## src/rtl/mld_pkg.sv

```systemverilog
package mld_pkg;

  localparam int NCAND = 4;

  // Candidate index is {bit_s1, bit_s2}; bit 1 means symbol -1.
  function automatic logic cand_neg_s1(input int unsigned idx);
    return idx[1];
  endfunction

  function automatic logic cand_neg_s2(input int unsigned idx);
    return idx[0];
  endfunction

endpackage

```

## src/rtl/mld_rst_sync.sv

```systemverilog
module mld_rst_sync #(
  parameter int STAGES = 2
) (
  input  logic clk,
  input  logic rst_n,
  output logic rst_sync_n
);

  logic [STAGES-1:0] sh_q;
  logic [STAGES-1:0] sh_d;

  always_comb begin
    sh_d = {sh_q[STAGES-2:0], 1'b1};
  end

  always_ff @(posedge clk or negedge rst_n) begin
    if (!rst_n) sh_q <= '0;
    else        sh_q <= sh_d;
  end

  assign rst_sync_n = sh_q[STAGES-1];

endmodule

```

## src/rtl/mld_axis_metric.sv

```systemverilog
module mld_axis_metric
  import mld_pkg::*;
#(
  parameter int DW = 12,
  localparam int AW = DW + 2
) (
  input  logic signed [DW-1:0]       y,
  input  logic signed [DW-1:0]       ha,
  input  logic signed [DW-1:0]       hb,
  output logic [NCAND-1:0][AW-1:0]   mag
);

  logic signed [AW-1:0] y_x;
  logic signed [AW-1:0] ha_x;
  logic signed [AW-1:0] hb_x;

  always_comb begin
    y_x  = AW'(y);
    ha_x = AW'(ha);
    hb_x = AW'(hb);
  end

  for (genvar k = 0; k < NCAND; k++) begin : g_cand
    logic signed [AW-1:0] term_a;
    logic signed [AW-1:0] term_b;
    logic signed [AW-1:0] resid;

    always_comb begin
      term_a = cand_neg_s1(k) ? -ha_x : ha_x;
      term_b = cand_neg_s2(k) ? -hb_x : hb_x;
      resid  = y_x - term_a - term_b;
      mag[k] = resid[AW-1] ? AW'(-resid) : AW'(resid);
    end
  end

endmodule

```

## src/rtl/mld_min_tree.sv

```systemverilog
module mld_min_tree
  import mld_pkg::*;
#(
  parameter int MW = 15
) (
  input  logic [NCAND-1:0][MW-1:0] metric,
  output logic [1:0]               win_idx,
  output logic [MW-1:0]            win_val
);

  logic [1:0][MW-1:0] pair_val;
  logic [1:0]         pair_sel;

  // Level 1: the right entry wins only when strictly smaller.
  for (genvar p = 0; p < 2; p++) begin : g_pair
    always_comb begin
      pair_sel[p] = metric[2*p+1] < metric[2*p];
      pair_val[p] = pair_sel[p] ? metric[2*p+1] : metric[2*p];
    end
  end

  logic hi_wins;

  always_comb begin
    hi_wins = pair_val[1] < pair_val[0];
    win_val = hi_wins ? pair_val[1] : pair_val[0];
    win_idx = hi_wins ? {1'b1, pair_sel[1]} : {1'b0, pair_sel[0]};
  end

endmodule

```

## src/rtl/mld_2x2_bpsk_det.sv

```systemverilog
module mld_2x2_bpsk_det
  import mld_pkg::*;
#(
  parameter int DW = 12,
  localparam int AW = DW + 2,
  localparam int MW = DW + 3
) (
  input  logic                 clk,
  input  logic                 rst_n,
  input  logic                 in_valid,
  input  logic signed [DW-1:0] y1_re,
  input  logic signed [DW-1:0] y1_im,
  input  logic signed [DW-1:0] y2_re,
  input  logic signed [DW-1:0] y2_im,
  input  logic signed [DW-1:0] h11_re,
  input  logic signed [DW-1:0] h11_im,
  input  logic signed [DW-1:0] h12_re,
  input  logic signed [DW-1:0] h12_im,
  input  logic signed [DW-1:0] h21_re,
  input  logic signed [DW-1:0] h21_im,
  input  logic signed [DW-1:0] h22_re,
  input  logic signed [DW-1:0] h22_im,
  output logic                 out_valid,
  output logic                 det_s1,
  output logic                 det_s2,
  output logic [MW-1:0]        min_metric
);

  localparam int NAX = 4;

  logic rst_sync_n;

  mld_rst_sync #(.STAGES(2)) u_rst_sync (
    .clk        (clk),
    .rst_n      (rst_n),
    .rst_sync_n (rst_sync_n)
  );

  // Axis order: rx1 real, rx1 imag, rx2 real, rx2 imag.
  logic [NAX-1:0][DW-1:0] ax_y;
  logic [NAX-1:0][DW-1:0] ax_ha;
  logic [NAX-1:0][DW-1:0] ax_hb;

  always_comb begin
    ax_y  = {y2_im,  y2_re,  y1_im,  y1_re};
    ax_ha = {h21_im, h21_re, h11_im, h11_re};
    ax_hb = {h22_im, h22_re, h12_im, h12_re};
  end

  logic [NAX-1:0][NCAND-1:0][AW-1:0] ax_mag;

  for (genvar a = 0; a < NAX; a++) begin : g_axis
    mld_axis_metric #(.DW(DW)) u_axis (
      .y   (ax_y[a]),
      .ha  (ax_ha[a]),
      .hb  (ax_hb[a]),
      .mag (ax_mag[a])
    );
  end

  logic [NCAND-1:0][MW-1:0] metric_d;

  always_comb begin
    for (int k = 0; k < NCAND; k++) begin
      metric_d[k] = '0;
      for (int a = 0; a < NAX; a++) begin
        metric_d[k] = metric_d[k] + MW'(ax_mag[a][k]);
      end
    end
  end

  // Stage 1: candidate metrics
  logic [NCAND-1:0][MW-1:0] metric_q;
  logic [NCAND-1:0][MW-1:0] metric_nxt;
  logic                     v1_q;
  logic                     v1_nxt;
  logic                     s1_en;

  always_comb begin
    s1_en      = in_valid;
    v1_nxt     = in_valid;
    metric_nxt = s1_en ? metric_d : metric_q;
  end

  always_ff @(posedge clk or negedge rst_sync_n) begin
    if (!rst_sync_n) begin
      v1_q     <= 1'b0;
      metric_q <= '0;
    end else begin
      v1_q     <= v1_nxt;
      metric_q <= metric_nxt;
    end
  end

  logic [1:0]    win_idx;
  logic [MW-1:0] win_val;

  mld_min_tree #(.MW(MW)) u_min (
    .metric  (metric_q),
    .win_idx (win_idx),
    .win_val (win_val)
  );

  // Stage 2: selected result
  logic [1:0]    idx_q;
  logic [1:0]    idx_nxt;
  logic [MW-1:0] val_q;
  logic [MW-1:0] val_nxt;
  logic          v2_q;
  logic          v2_nxt;
  logic          s2_en;

  always_comb begin
    s2_en   = v1_q;
    v2_nxt  = v1_q;
    idx_nxt = s2_en ? win_idx : idx_q;
    val_nxt = s2_en ? win_val : val_q;
  end

  always_ff @(posedge clk or negedge rst_sync_n) begin
    if (!rst_sync_n) begin
      v2_q  <= 1'b0;
      idx_q <= '0;
      val_q <= '0;
    end else begin
      v2_q  <= v2_nxt;
      idx_q <= idx_nxt;
      val_q <= val_nxt;
    end
  end

  assign out_valid  = v2_q;
  assign det_s1     = idx_q[1];
  assign det_s2     = idx_q[0];
  assign min_metric = val_q;

endmodule

```

## config.mk

```make
export PLATFORM = sky130hd
export DESIGN_NAME = mld_2x2_bpsk_det
export DESIGN_NICKNAME = d
export VERILOG_FILES = /design/src/rtl/mld_pkg.sv /design/src/rtl/mld_rst_sync.sv /design/src/rtl/mld_axis_metric.sv /design/src/rtl/mld_min_tree.sv /design/src/rtl/mld_2x2_bpsk_det.sv
export SDC_FILE = /design/constraint.sdc
export NUM_CORES = 1
export LEC_CHECK = 0
export BUFFER_PORTS_ARGS = -buffer_cell sky130_fd_sc_hd__buf_2
export CAP_MARGIN = 25
export CELL_PAD_IN_SITES_DETAIL_PLACEMENT = 0
export CELL_PAD_IN_SITES_GLOBAL_PLACEMENT = 1
export CORE_AREA = 2 2 307 309
export DETAILED_ROUTE_END_ITERATION = 8
export DIE_AREA = 0 0 309 311
export PLACE_DENSITY = 0.65
export SETUP_SLACK_MARGIN = 0.05
export SYNTH_ARGS = -nofsm -noshare
export SYNTH_HDL_FRONTEND = slang
export SYNTH_SLANG_ARGS = --single-unit
```

## constraint.sdc

```tcl
create_clock -name clk -period 3.6 [get_ports clk]
set_clock_uncertainty 0.1 [all_clocks]
set_input_delay 0.72 -clock clk [delete_from_list [all_inputs] [get_ports clk]]
set_output_delay 0.72 -clock clk [all_outputs]
set_load 0.01 [all_outputs]
```

==> results of run 1 <==
## worst min path at each step
stage / endpoint / cells past startpoint / startpoint / slack, ns
after floorplan: u_rst_sync.sh_q[1] / 0 / u_rst_sync.sh_q[0] / 0.23
after global placement: u_rst_sync.sh_q[1] / 0 / u_rst_sync.sh_q[0] / 0.24
after detailed placement: u_rst_sync.sh_q[1] / 0 / u_rst_sync.sh_q[0] / 0.24
after CTS: u_rst_sync.sh_q[1] / 1 / rst_n / 0.05
after global routing: u_rst_sync.sh_q[1] / 1 / rst_n / 0.06
final: u_rst_sync.sh_q[1] / 1 / rst_n / 0.06
## synth_stat cells (all sizes together), types with 37 or more instances
cell type    n  area, µm²
dfrtp       81       2030
o21ai      177        886
nand2b      60        375
xor2       148       1300
ha         420       5260
nor2       327       1230
nor2b       70        438
inv        499       1870
a21o        66        495
nand3       70        355
nor3       127        636
clkbuf      45        169
fa         136       2720
o21a        57        428
a21oi      237       1190
o21bai      37        278
xnor2      338       2970
nand2      173        649
## cell families (layout without fill, tap and decap cells)
logic type | count (synthesis) | count (layout) | share of synthesized area, %
buf+inv | 557 | 2323 | 7.62
other cells | 1 | 1 | 0.0136
simple gates | 1020 | 1020 | 18.2
fa+ha+maj | 556 | 556 | 28.9
compound gates | 859 | 860 | 20.6
flops | 81 | 81 | 7.33
mux | 47 | 47 | 1.84
xor+xnor | 488 | 488 | 15.6
## metrics by stage
step | hold slack (ns) | TNS [ns]
2_1_floorplan | 0.231 | -156.91
3_3_place_gp | 0.238 | -211.46
3_5_place_dp | 0.242 | -216.06
4_1_cts | 0.0484 | -172.93
5_1_grt | 0.0560 | -190.92
6_report | 0.0566 | -171.38
## timing repair
action                     in CTS  in global routing
hold buffers                    0                  0
resized for setup             248                272
pin swaps                     185                149
cloned                          1                  0
hold endpoints to repair        0                  0
setup buffers                  75                 41
setup endpoints to repair      73                 73
## layout by cell type (no fill, tap or decap), types with 14 or more instances in the layout
cell	count
a211oi_1	26
a21o_1	65
a21oi_1	163
a21oi_2	61
a31oi_1	19
and2_1	14
and3_1	24
buf_2	153
buf_4	1602
buf_6	42
dfrtp_1	80
fa_1	124
ha_1	365
ha_4	47
inv_1	461
inv_2	34
mux2_2	16
mux2_4	14
mux2i_1	16
nand2_1	160
nand2b_1	55
nand3_1	63
nand3b_1	26
nor2_1	296
nor2_2	20
nor2b_1	56
nor3_1	114
nor4_1	24
o211ai_1	14
o21a_1	57
o21ai_0	100
o21ai_1	44
o21ai_2	31
o21bai_1	36
o221ai_2	16
o31ai_1	21
or3_1	26
xnor2_1	281
xnor2_2	52
xor2_1	137
## state kept, by name (all words and copies together) (netlist names)
signal	flops
metric_q	60
u_rst_sync.sh_q	2
s2_en	1
out_valid	1
min_metric	15
idx_q	2
## metal layers
metal / GRT usage (%) / vias up / wire, µm
li1: - / 16000 / -
met1: 29.6 / 14700 / 50700
met2: 37.1 / 499 / 51400
met3: 0.688 / 75 / 3120
met4: 3.42 / 0 / 1870
met5: 0 / - / 0
## layout make-up
cell class                 instances  area [µm²]  area share (%)
clock buffer                      11         243           0.530
clock inverter                     5        78.8           0.172
inverter                         499        1900            4.15
multi-input combinational       2972       26500            57.8
sequential                        81        2030            4.44
tap                             1254        1570            3.43
timing repair buffer            1808       13500            29.4
## worst max-delay path, delay by kind of cell
family	cells	cell delay, ns
compound gates	12	2.11
xor+xnor	3	0.48
fa+ha+maj	5	1.78
buf+inv	7	0.95
mux	2	0.16
simple gates	7	1.04
==> results_dict.tcl, run 1 <==
set metrics [dict create \
    status "finished with violations" \
    failed_checks "setup timing" \
    dieArea_um2 96100 \
    post-route-period-util_pct 199 \
    maxSlewHeadroom_pct 45.5 \
    synthFlopType "dfrtp_1" \
    syn-cell-area_um2 27600 \
    setup_violations 72 \
    slowest_stage "fa_1" \
    crit_path_end "metric_q[14]" \
    yosysSeqAreaShare_pct 7.33 \
    num_vias 31300 \
    overflow 0 \
    yosysWarnings 0 \
    worst_slack_ns -3.55 \
    ctsLongestPathBuffers 2 \
    drt_iter0_markers 1612 \
    hp-class "in -> async" \
    rr_endpoint "idx_q[0]" \
    vias_per_cell 4.71 \
    placed_cell_area_um2 42100 \
    antenna_found_initial 1 \
    fin_util_pct 49.3 \
    worst_pin_slew_ns 0.815 \
    clk_root_buffer_cell "clkbuf_16" \
    yosys.cell_types.count 91 \
    path_clk_slew_ns 0.06 \
    io_buffer_count 164 \
    routed_wl_um 107000 \
    chipHeight_um 311 \
    drive_gt1_share_pct 43.7 \
    cap_violations 0 \
    cp-end-kind "register" \
    cpPeakStageDelay_ns 0.51 \
    min_period_ns 7.15 \
    synth-seq-cells 81 \
    cts_tree "built" \
    synthCells 3609 \
    cts_max_level 3 \
    grt_max_degree 80 \
    start_util_pct 29.8 \
    r2r_start "metric_q[36]" \
    syn_area_per_cell_um2 7.66 \
    start_kind "input pin" \
    reg2reg_slack_ns -0.31 \
    clk_latency_ns 0.34 \
    dp_hpwl_um 93900 \
    cp_max_fo 7 \
    cts_made_buffers 9 \
    final_max_slew_viol_count 0 \
    synth_fp_nets 4312 \
    worstPathArrival_ns 7.27 \
    drc 0 \
    row_count 112 \
    reg2regPathDepth 22 \
    crit_path_frequent_cell "buf_4" \
    finalHoldViolations 0 \
    async_flop_share_pct 100 \
    design_area_um2 45800 \
    drt_first_pass_iters 5 \
    coreArea_um2 92800 \
    fin_nets 6074 \
    grt_pass1_wl_um 163000 \
    critPathRequiredTime_ns 3.72 \
    first_global_vias 30400 \
    worstSetupPathType "in -> reg" \
    gp_congestion 0.926 \
    ios 165 \
    track_usage_pct 21.3 \
    fmax_mhz 140 \
    synth-edff-count 0 \
    num-fill-cells 9122 \
    worstSetupStartpoint "y2_re[1]" \
    finalNonFillerCells 6630 \
    numClockSinks 81 \
    placed_cells 6517 \
    wire_per_inst_um 16.2 \
    die_w_um 309 \
    dp_slack_ns -4.42 \
    grt_setup_unrepaired "true" \
    diodes 0 \
    area_delta_synth_final_pct 65.6 \
    drtAntennaViolNets 0 \
]
Power of run 1 is not shown: default switching activity piles up to over one toggle a cycle in this logic, so the estimate is an artifact.
==> run 2, diff against run 1 <==
--- a/config.mk
+++ b/config.mk
@@ -9,11 +9,14 @@
 export CAP_MARGIN = 25
 export CELL_PAD_IN_SITES_DETAIL_PLACEMENT = 0
 export CELL_PAD_IN_SITES_GLOBAL_PLACEMENT = 1
-export CORE_AREA = 2 2 307 309
+export CORE_AREA = 2 2 316 318
 export DETAILED_ROUTE_END_ITERATION = 8
-export DIE_AREA = 0 0 309 311
+export DIE_AREA = 0 0 318 320
 export PLACE_DENSITY = 0.65
+export RECOVER_POWER = 100
+export REMOVE_ABC_BUFFERS = 1
 export SETUP_SLACK_MARGIN = 0.05
 export SYNTH_ARGS = -nofsm -noshare
 export SYNTH_HDL_FRONTEND = slang
+export SYNTH_HIERARCHICAL = 1
 export SYNTH_SLANG_ARGS = --single-unit
==> results_dict.tcl, run 2 <==
set metrics [dict create \
    start_util_pct 29.8 \
    worst_pin_slew_ns 1.60 \
    critPathRequiredTime_ns 3.73 \
    yosysTopAreaCellShare_pct 18.1 \
    antenna_found_initial 3 \
    fin_util_pct 50.3 \
    clk_root_buffer_cell "clkbuf_16" \
    cpPeakStageDelay_ns 0.58 \
    min_period_ns 6.86 \
    reg2regPathDepth 18 \
    cts_made_buffers 9 \
    syn-cell-area_um2 29200 \
    final_common_cell "buf_4" \
    path_clk_slew_ns 0.08 \
    cp_max_fo 2 \
    drive_gt1_share_pct 47.0 \
    synth-seq-cells 81 \
    status "finished with violations" \
    vias_per_cell 4.82 \
    r2r_start "metric_q[56]" \
    dieArea_um2 102000 \
    design_area_um2 49300 \
    drt_first_pass_iters 5 \
    hp-class "in -> async" \
    drc 0 \
    drt_iter0_markers 1534 \
    numClockSinks 81 \
    fin_nets 6342 \
    rr_endpoint "min_metric[14]" \
    worstSetupPathType "in -> reg" \
    overflow 0 \
    die_w_um 318 \
    start_kind "input pin" \
    row_count 115 \
    failed_checks "capacitance limit, slew limit, setup timing" \
    largest_reg_flops 60 \
    gp_congestion 0.948 \
    finalHoldViolations 0 \
    clk_latency_ns 0.36 \
    reg2reg_slack_ns -0.69 \
    maxSlewHeadroom_pct -6.70 \
    worstPathArrival_ns 7.00 \
    worst_slack_ns -3.26 \
    crit_path_frequent_cell "ha_4" \
    num_vias 33400 \
    yosysWarnings 6 \
    grt_setup_unrepaired "true" \
    grt_max_degree 71 \
    placed_cell_area_um2 43300 \
    chipHeight_um 320 \
    io_buffer_count 164 \
    ios 165 \
    cp-end-kind "register" \
    setup_violations 73 \
    synthFlopType "dfrtp_1" \
    synthTopCellsByCount "inv_1 (572), ha_1 (422), nor2_1 (328)" \
    fmax_mhz 146 \
    yosysTopAreaCell "ha_1" \
    grt_pass1_wl_um 176000 \
    slowest_stage "fa_1" \
    synth.area.top_cells "ha_1 (18%), xnor2_1 (9.7%), fa_1 (9.3%)" \
    area_delta_synth_final_pct 68.6 \
    dp_hpwl_um 97400 \
    coreArea_um2 98000 \
    track_usage_pct 21.6 \
    yosysSeqAreaShare_pct 6.93 \
    post-route-period-util_pct 191 \
    cts_tree "built" \
    synth-edff-count 0 \
    drtAntennaViolNets 0 \
    top_register "metric_q" \
    cts_hold_buffers 0 \
    routed_wl_um 115000 \
    syn_area_per_cell_um2 7.65 \
    final_cell_mix "buf_4 (1634), inv_1 (489), ha_1 (316)" \
    final_max_slew_viol_count 71 \
    yosys.cell_types.count 113 \
    ctsLongestPathBuffers 2 \
    cts_max_level 3 \
    synthCells 3824 \
    wire_per_inst_um 16.6 \
    whs_ns 0.0282 \
    first_global_vias 33000 \
    async_flop_share_pct 100 \
    cap_violations 1 \
    synth_most_common_cell "inv_1" \
]
## run 2: cell types whose count changed after synthesis, moves of 13 or more
cell,previous run,this run
nand4_1,13,31
or4_1,9,22
mux2_2,29,49
o21a_1,57,70
a21oi_2,1,15
mux2i_1,17,48
o221ai_1,18,4
nand3b_1,26,12
inv_1,499,572
nand2b_1,60,46
xnor2_1,337,323
o21ai_0,171,158
nand2_1,173,190
nor3_1,127,100
## run 2: worst max path at each step
stage               startpoint      endpoint  cells past startpoint
floorplan            h11_im[1]  metric_q[28]                     27
global placement     h21_re[1]  metric_q[28]                     30
detailed placement   h21_re[1]  metric_q[28]                     30
CTS                  h21_re[1]  metric_q[28]                     30
global route          y1_re[0]  metric_q[28]                     29
finish               h21_re[1]  metric_q[28]                     30
## run 2: critical path, delay by kind of cell
family                     cells  cell delay, ns
and+or+nand+nor                5            1.06
xor gates and xnor gates       2            0.35
adders and majority gates      6            2.03
muxes                          1            0.34
AOI/OAI and AO/OA             11            1.96
buffers and inverters          5            0.54
## run 2: area by class of cell
type	count	area, µm²
fillers	9352	48700
multi-input cells	3088	29000
repair buffers	1883	14200
inverters	574	2160
flip-flops and latches	81	2030
well taps	1287	1610
clock buffers	10	239
clock inverters	6	48.8
diodes	2	5.00
## run 2: cells by family (layout without fill, tap and decap cells)
logic type / count (synthesis) / count (layout) / synth area share, %
compound gates: 932 / 932 / 21.7
fa+ha+maj: 558 / 558 / 27.4
mux: 99 / 99 / 3.62
simple gates: 1022 / 1022 / 17.2
flops: 81 / 81 / 6.93
other cells: 1 / 3 / 0.0128
xor+xnor: 476 / 476 / 14.4
buf+inv: 655 / 2473 / 8.73
## run 2: what timing repair did
action | in CTS | in global routing
buffers inserted | 90 | 55
cloned | 2 | 2
pin swaps | 338 | 281
resized for setup | 623 | 380
setup endpoints to repair | 73 | 73
## run 2: per-layer routing
layer | vias to the layer above | global-route usage, % | share of wire [%]
met2 | 553 | 38.7 | 49
met1 | 15800 | 28.3 | 45
met4 | 2 | 4.55 | 2.5
met5 | - | 0 | 0.014
met3 | 120 | 1.42 | 3.0
li1 | 16900 | - | -
## run 2: stage by stage
stage               setup slack [ns]  TNS [ns]  std cells
floorplan                      -3.59   -185.81       3743
global placement               -3.93   -209.04       6778
detailed placement             -4.10   -215.19       6778
CTS                            -3.22   -164.71       6878
global route                   -3.49   -182.59       6930
finish                         -3.26   -167.43       6931
Power of run 2 is left out for the same reason.
